==> config.mk <==
export PLATFORM = sky130hd
export DESIGN_NAME = irq_flag_gate
export DESIGN_NICKNAME = d
export VERILOG_FILES = /design/src/rtl/irq_pkg.sv /design/src/rtl/irq_flag_cell.sv /design/src/rtl/irq_enable_reg.sv /design/src/rtl/irq_status_fmt.sv /design/src/rtl/irq_flag_gate.sv
export SDC_FILE = /design/constraint.sdc
export NUM_CORES = 1
export LEC_CHECK = 0
export BUFFER_PORTS_ARGS = -buffer_cell sky130_fd_sc_hd__buf_2
export CAP_MARGIN = 20
export CORE_AREA = 5 5 42 44
export CTS_CLUSTER_DIAMETER = 120
export DETAILED_ROUTE_END_ITERATION = 16
export DIE_AREA = 0 0 47 49
export PLACE_DENSITY = 0.59
export SETUP_SLACK_MARGIN = 0.1
export SLEW_MARGIN = 20
export SYNTH_ARGS = -nofsm -noshare
export SYNTH_HDL_FRONTEND = slang
export SYNTH_SLANG_ARGS = --single-unit
==> constraint.sdc <==
create_clock -name clk -period 1.31 [get_ports clk]
set_input_delay 0.262 -clock clk [delete_from_list [all_inputs] [get_ports clk]]
set_output_delay 0.262 -clock clk [all_outputs]
set_load 0.05 [all_outputs]
==> src/rtl/irq_pkg.sv <==
package irq_pkg;
  localparam int unsigned N_SRC = 3;
  localparam int unsigned STS_W_DEF = 8;

  typedef enum logic [1:0] {
    SRC_UPDATE   = 2'd0,
    SRC_ALARM    = 2'd1,
    SRC_PERIODIC = 2'd2
  } src_e;
endpackage

==> src/rtl/irq_flag_cell.sv <==
module irq_flag_cell (
  input  logic clk,
  input  logic rst_n,
  input  logic set_i,
  input  logic clr_i,
  output logic flag_o
);
  logic flag_q;

  // A set in the same cycle as a clear wins, so no event is lost.
  always_ff @(posedge clk or negedge rst_n) begin
    if (!rst_n) flag_q <= 1'b0;
    else        flag_q <= set_i | (flag_q & ~clr_i);
  end

  assign flag_o = flag_q;
endmodule

==> src/rtl/irq_enable_reg.sv <==
module irq_enable_reg #(
  parameter int unsigned W = 3
) (
  input  logic         clk,
  input  logic         rst_n,
  input  logic         wr_en_i,
  input  logic [W-1:0] wr_data_i,
  output logic [W-1:0] en_o
);
  logic [W-1:0] en_q;

  always_ff @(posedge clk or negedge rst_n) begin
    if (!rst_n)       en_q <= '0;
    else if (wr_en_i) en_q <= wr_data_i;
  end

  assign en_o = en_q;
endmodule

==> src/rtl/irq_status_fmt.sv <==
module irq_status_fmt #(
  parameter int unsigned N = 3,
  parameter int unsigned W = 8
) (
  input  logic [N-1:0] flags_i,
  input  logic [N-1:0] en_i,
  output logic         summary_o,
  output logic [W-1:0] word_o
);
  localparam int unsigned PAD = W - 1 - N;

  assign summary_o = |(flags_i & en_i);

  generate
    if (PAD > 0) begin : g_pad
      assign word_o = {summary_o, flags_i, {PAD{1'b0}}};
    end else begin : g_nopad
      assign word_o = {summary_o, flags_i};
    end
  endgenerate
endmodule

==> src/rtl/irq_flag_gate.sv <==
module irq_flag_gate #(
  parameter int unsigned STS_W = irq_pkg::STS_W_DEF
) (
  input  logic             clk,
  input  logic             rst_n,
  input  logic             ev_tick_i,
  input  logic             ev_alarm_i,
  input  logic             ev_update_i,
  input  logic             ctl_wr_en_i,
  input  logic [2:0]       ctl_wr_data_i,
  output logic [2:0]       ctl_rd_data_o,
  input  logic             sts_rd_en_i,
  output logic [STS_W-1:0] sts_rd_data_o,
  output logic             irq_oe_o
);
  import irq_pkg::*;
  localparam int unsigned NS = N_SRC;

  logic [NS-1:0]    ev_vec;
  logic [NS-1:0]    flag_q;
  logic [NS-1:0]    en_q;
  logic             summary;
  logic [STS_W-1:0] word;
  logic [STS_W-1:0] rd_q;

  always_comb begin
    ev_vec               = '0;
    ev_vec[SRC_PERIODIC] = ev_tick_i;
    ev_vec[SRC_ALARM]    = ev_alarm_i;
    ev_vec[SRC_UPDATE]   = ev_update_i;
  end

  generate
    for (genvar i = 0; i < NS; i++) begin : g_flag
      irq_flag_cell u_cell (
        .clk    (clk),
        .rst_n  (rst_n),
        .set_i  (ev_vec[i]),
        .clr_i  (sts_rd_en_i),
        .flag_o (flag_q[i])
      );
    end
  endgenerate

  irq_enable_reg #(.W(NS)) u_en (
    .clk       (clk),
    .rst_n     (rst_n),
    .wr_en_i   (ctl_wr_en_i),
    .wr_data_i (ctl_wr_data_i),
    .en_o      (en_q)
  );

  irq_status_fmt #(.N(NS), .W(STS_W)) u_fmt (
    .flags_i   (flag_q),
    .en_i      (en_q),
    .summary_o (summary),
    .word_o    (word)
  );

  // Snapshot taken from the pre-clear flags on the read edge.
  always_ff @(posedge clk or negedge rst_n) begin
    if (!rst_n)           rd_q <= '0;
    else if (sts_rd_en_i) rd_q <= word;
  end

  assign ctl_rd_data_o = en_q;
  assign sts_rd_data_o = rd_q;
  assign irq_oe_o      = summary;
endmodule

=== Word level (Yosys, flattened, before mapping) ===
Index checks and enable logic that the tools add are counted.
W data, S select, Z words.

* Output and inout bits: 12
* Logic and storage cells: 14
* Flip-flop bits (word level): 10

* Bitwise logic cells: 8
* Reductions and logical operators: 1

{| class="wikitable"
|+ Operators with widths
! operator !! count
|-
| $and A1 B1 Y1 || 3
|-
| $and A3 B3 Y3 || 1
|-
| $or A1 B1 Y1 || 3
|-
| $reduce_or A3 Y1 || 1
|-
| $not A1 Y1 || 1
|}

=== Logic depth before layout (Yosys ltp) ===
* Depth after elaboration: 3
* Gate-level depth with buffers: 2
* Gate-level depth less buffers: 2

=== Cells and area by module ===
A second synthesis with hierarchy kept.

* Cells, all modules: 43
* Area, all modules: 626.9 µm²

{| class="wikitable"
|+ By module, submodules not included
! module !! area an instance (µm²) !! times used !! cells an instance
|-
| irq_flag_gate || 331.6 || 1 || 17
|-
| irq_enable_reg || 108.9 || 1 || 6
|-
| irq_flag_cell || 36.3 || 3 || 3
|-
| irq_status_fmt || 77.6 || 1 || 11
|}

=== Worst setup path after synthesis ===
No wires, ideal clock.

* Path type: register -> output
* From: register u_en.en_q[1] (netlist: u_en.en_o[1])
* To: output port irq_oe_o
* Path slack: -0.212 ns
* Arrival time: 1.260 ns
* Data required time: 1.048 ns
* Stages on the path, launching flop included: 3
* Buffers on the path: 0
* Cells stage by stage: dfrtp_1 -> a222oi_1 -> inv_1

* Word-level cells in the longest chain between the ends: 2

{| class="wikitable"
|+ RTL lines
! what !! line !! text
|-
| start, declared || irq_enable_reg.sv:10 || <nowiki>logic [W-1:0] en_q;</nowiki>
|-
| start signal, assigned || irq_enable_reg.sv:14 || <nowiki>else if (wr_en_i) en_q <= wr_data_i;</nowiki>
|-
| $and A3 B3 Y3 || irq_status_fmt.sv:12 || <nowiki>assign summary_o = |(flags_i & en_i);</nowiki>
|-
| $reduce_or A3 Y1 || irq_status_fmt.sv:12 ||
|-
| end, declared || irq_flag_gate.sv:14 || <nowiki>output logic irq_oe_o</nowiki>
|}

Every way passes these cells.

=== Worst setup path after layout ===
Ends and elaborated chain as after synthesis.

==> summary.md <==
| Metric | Value |
|---|---|
| Run status | `complete, but fails checks` |
| Failing checks | `negative setup slack` |
| Worst r2r src | `u_en.en_o[1]` |
| Synth cell count leaders | `10 x dfrtp_1, 6 x mux2_2, 4 x buf_4` |
| EDFF count, synth | `0` |
| Crit end category | `primary output` |
| Pwr Density | `between 1000 and 1500 nW/µm²` |
| Ys Warns | `0` |
| FILL cells | `between 150 and 200` |
| Ports | `22` |
| CTS buffer count | `3` |
| Die Wd | `47 µm` |
| Final Setup Violations | `1` |
| Synth cell types | `10` |
| N_diodes | `0` |
| Worst Path Required | `roughly 1.1 ns` |
| Hold Vio Cnt, Final | `0` |
| GRT Total Usage | `under 10%` |
| Multi-input gate area | `125.1 µm²` |
| Detailed Route Iter0 Violations | `1` |
| Dominant synthesized flop cell | `dfrtp_1` |
| GR peak layer | `met2` |
| Kind of critical path | `reg -> out` |
| Leak Pwr | `0.2757 nW` |
| RSZ-0062 raised after global routing | `yes` |
| GRT met3 Usage | `~2.2%` |
| Vias post-DR | `between 200 and 300` |
| Die height | `about 50 µm` |
| Initial Utilization | `28.66%` |
| Hold Path Stages | `2` |
| Drt drc | `0` |
| Core footprint | `between 1000 and 1500 µm²` |
| RD Place Congestion | `0.6523` |
| CTS Buffer Depth | `2` |
| CP startpoint | `u_en.en_o[1]` |
| Row cnt | `14` |
| Final nets | `between 60 and 70` |
| Share of cells above drive strength 1 | `between 60% and 70%` |
| Root Driver | `clkbuf_4` |
| GRT overflow | `0` |
| R2R cell count | `2` |
| Fin crit share | `119.4%` |
| Final core utilization | `between 40 and 50%` |
| Synth area leaders | `dfrtp_1 62%, mux2_2 17%, buf_4 7.5%, a21o_1 3.7%, a222oi_1 2.5%` |
| Most frequent cell after synthesis | `dfrtp_1` |
| Synth Area per Inst | `13.85 µm²` |
| Slowest CP cell | `a222oi_1` |
| Clock Latency Late Sink | `~0.26 ns` |
| Synth Register Bits | `10` |
| Max IR drop VDD | `around 800 µV` |
| Fin Setup TNS | `-0.2546 ns` |
| Die Area | `roughly 2300 µm²` |
| Max-Cap Viols | `0` |
| Htree depth | `1` |
| Crit path cell chain | `a222oi_1 > inv_2 > buf_6` |
| Hold slack | `between 0.15 and 0.2 ns` |
| Initial antenna violation count | `0` |
| Worst-path clk slew | `0.06 ns` |
| First-pass GRT wire length | `~1300 µm` |
| Antenna viol nets, final | `0` |
| Cell taking the most area after synthesis | `dfrtp_1` |
| Min-delay worst type | `in -> reg` |
| Met1 usage | `roughly 8.7%` |
| Register cell area after layout | `252.7 µm²` |
| CP max stage delay | `about 0.43 ns` |
| Pins Over Slew Limit | `0` |
| Tmin final | `1.565 ns` |
| Fmax | `between 600 and 700 MHz` |
| Hold wc startpoint | `ev_update_i` |
| Post-DP HPWL | `~640 µm` |
| Post-synthesis cell count | `29` |
| Routed WL per cell | `11.42 µm` |
| Number of cells after detailed placement | `between 60 and 70` |
| FF-to-FF End | `sts_rd_data_o[7]` |
| Asr flop ratio synth | `100.0%` |
| R2R setup slack | `approximately 0.22 ns` |
| Clk sink count | `10` |
| Critical Path Fanout Max | `2` |
| CTS tree | `done` |
| Fin cells | `69` |
| Synth-to-layout area growth | `40.81%` |
| Final setup margin | `-0.2546 ns` |
| Worst EP arrival | `between 1 and 1.5 ns` |
| Pin count of the biggest net entering global routing | `11` |
| Port-buffer cells | `17` |
| Synthesized area | `~400 µm²` |
| Drt pass-1 iters | `4` |
| Crit path launch type | `flop` |
| Post-synthesis sequential area ratio | `between 60% and 70%` |
| DR vias/cell | `4.188` |
| Met2 usage | `between 10% and 20%` |
| Hold Path End | `g_flag[0].u_cell.flag_o` |
| Total wire length | `about 790 µm` |
| Clock skew | `around 0.0047 ns` |
| Vias in the first global route | `about 320` |
| Top cell type's share of synthesized area | `62.31%` |
area by class of cell:
class	count	area share (%)
repair buffers	21	23.67
multi-input cells	16	22.12
inverters	2	1.327
clock buffers	4	4.646
well taps	16	3.540
flip-flops and latches	10	44.69
what timing repair did:
| item | 4_1_cts | 5_1_grt |
|---|---|---|
| pin swaps | 1 | 0 |
| hold endpoints to repair | 10 | 0 |
| endpoints found under the setup margin | 2 | 2 |
| hold buffers | 1 | 0 |
| buffers inserted | 0 | 0 |
| resized for setup | 5 | 0 |
power breakdown:
group	internal [mW]	switching (mW)	leakage, nW	total, mW
registers	0.341	0.0161	0.108	0.357
clock network	0.117	0.0949	0.0150	0.212
logic	0.0776	0.171	0.153	0.249
per-stage QoR:
| step | total power [mW] | setup WS (ns) | area, µm² |
|---|---|---|---|
| 2_1_floorplan | 0.5360 | -0.1069 | 415.4 |
| 3_3_place_gp | 0.5958 | -0.01878 | 513.0 |
| 3_5_place_dp | 0.5977 | -0.03007 | 513.0 |
| 4_1_cts | 0.8326 | -0.2737 | 565.5 |
| 5_1_grt | 0.8647 | -0.3254 | 565.5 |
| 6_report | 0.8174 | -0.2546 | 565.5 |
metal layers:
layer  up-vias  share of wire [%]
met3         0                6.5
met1       140                 36
met2        10                 57
li1        139                  -
met4         0                  0
met5         -                  0
worst max path at each step:
stage	endpoint	slack, ns
final	irq_oe_o	-0.25
after global routing	irq_oe_o	-0.33
after CTS	irq_oe_o	-0.27
after detailed placement	irq_oe_o	-0.03
after global placement	irq_oe_o	-0.02
after floorplan	irq_oe_o	-0.11
cells by family (layout without fill, tap and decap cells):
logic type | count (synthesis) | after routing | share of synthesized area [%]
other cells | 1 | 4 | 0.9337
buf+inv | 6 | 27 | 9.347
compound gates | 5 | 5 | 9.656
mux | 6 | 6 | 16.82
flops | 10 | 10 | 62.31
simple gates | 1 | 1 | 0.9337
worst max-delay path, delay by kind of cell, from the launching register on:
kind	cells	cell delay [ns]
flops	1	0.40
compound gates	1	0.43
buf+inv	2	0.22
placed cells by master, fill, tap and decap left out:
master	instances
buf_8	1
a21oi_1	1
buf_2	15
a222oi_1	1
a21o_1	2
conb_1	4
clkbuf_1	1
dfrtp_2	2
dlygate4sd3_1	1
inv_2	1
a21o_2	1
buf_6	1
buf_4	3
nor2_1	1
dfrtp_1	8
mux2_2	6
inv_1	1
clkbuf_4	3
registers in the layout (all words and copies together) (netlist names):
| name | flops |
|---|---|
| g_flag.u_cell.flag_o | 3 |
| sts_rd_data_o | 4 |
| u_en.en_o | 3 |
(Power assumes the default switching activity.)
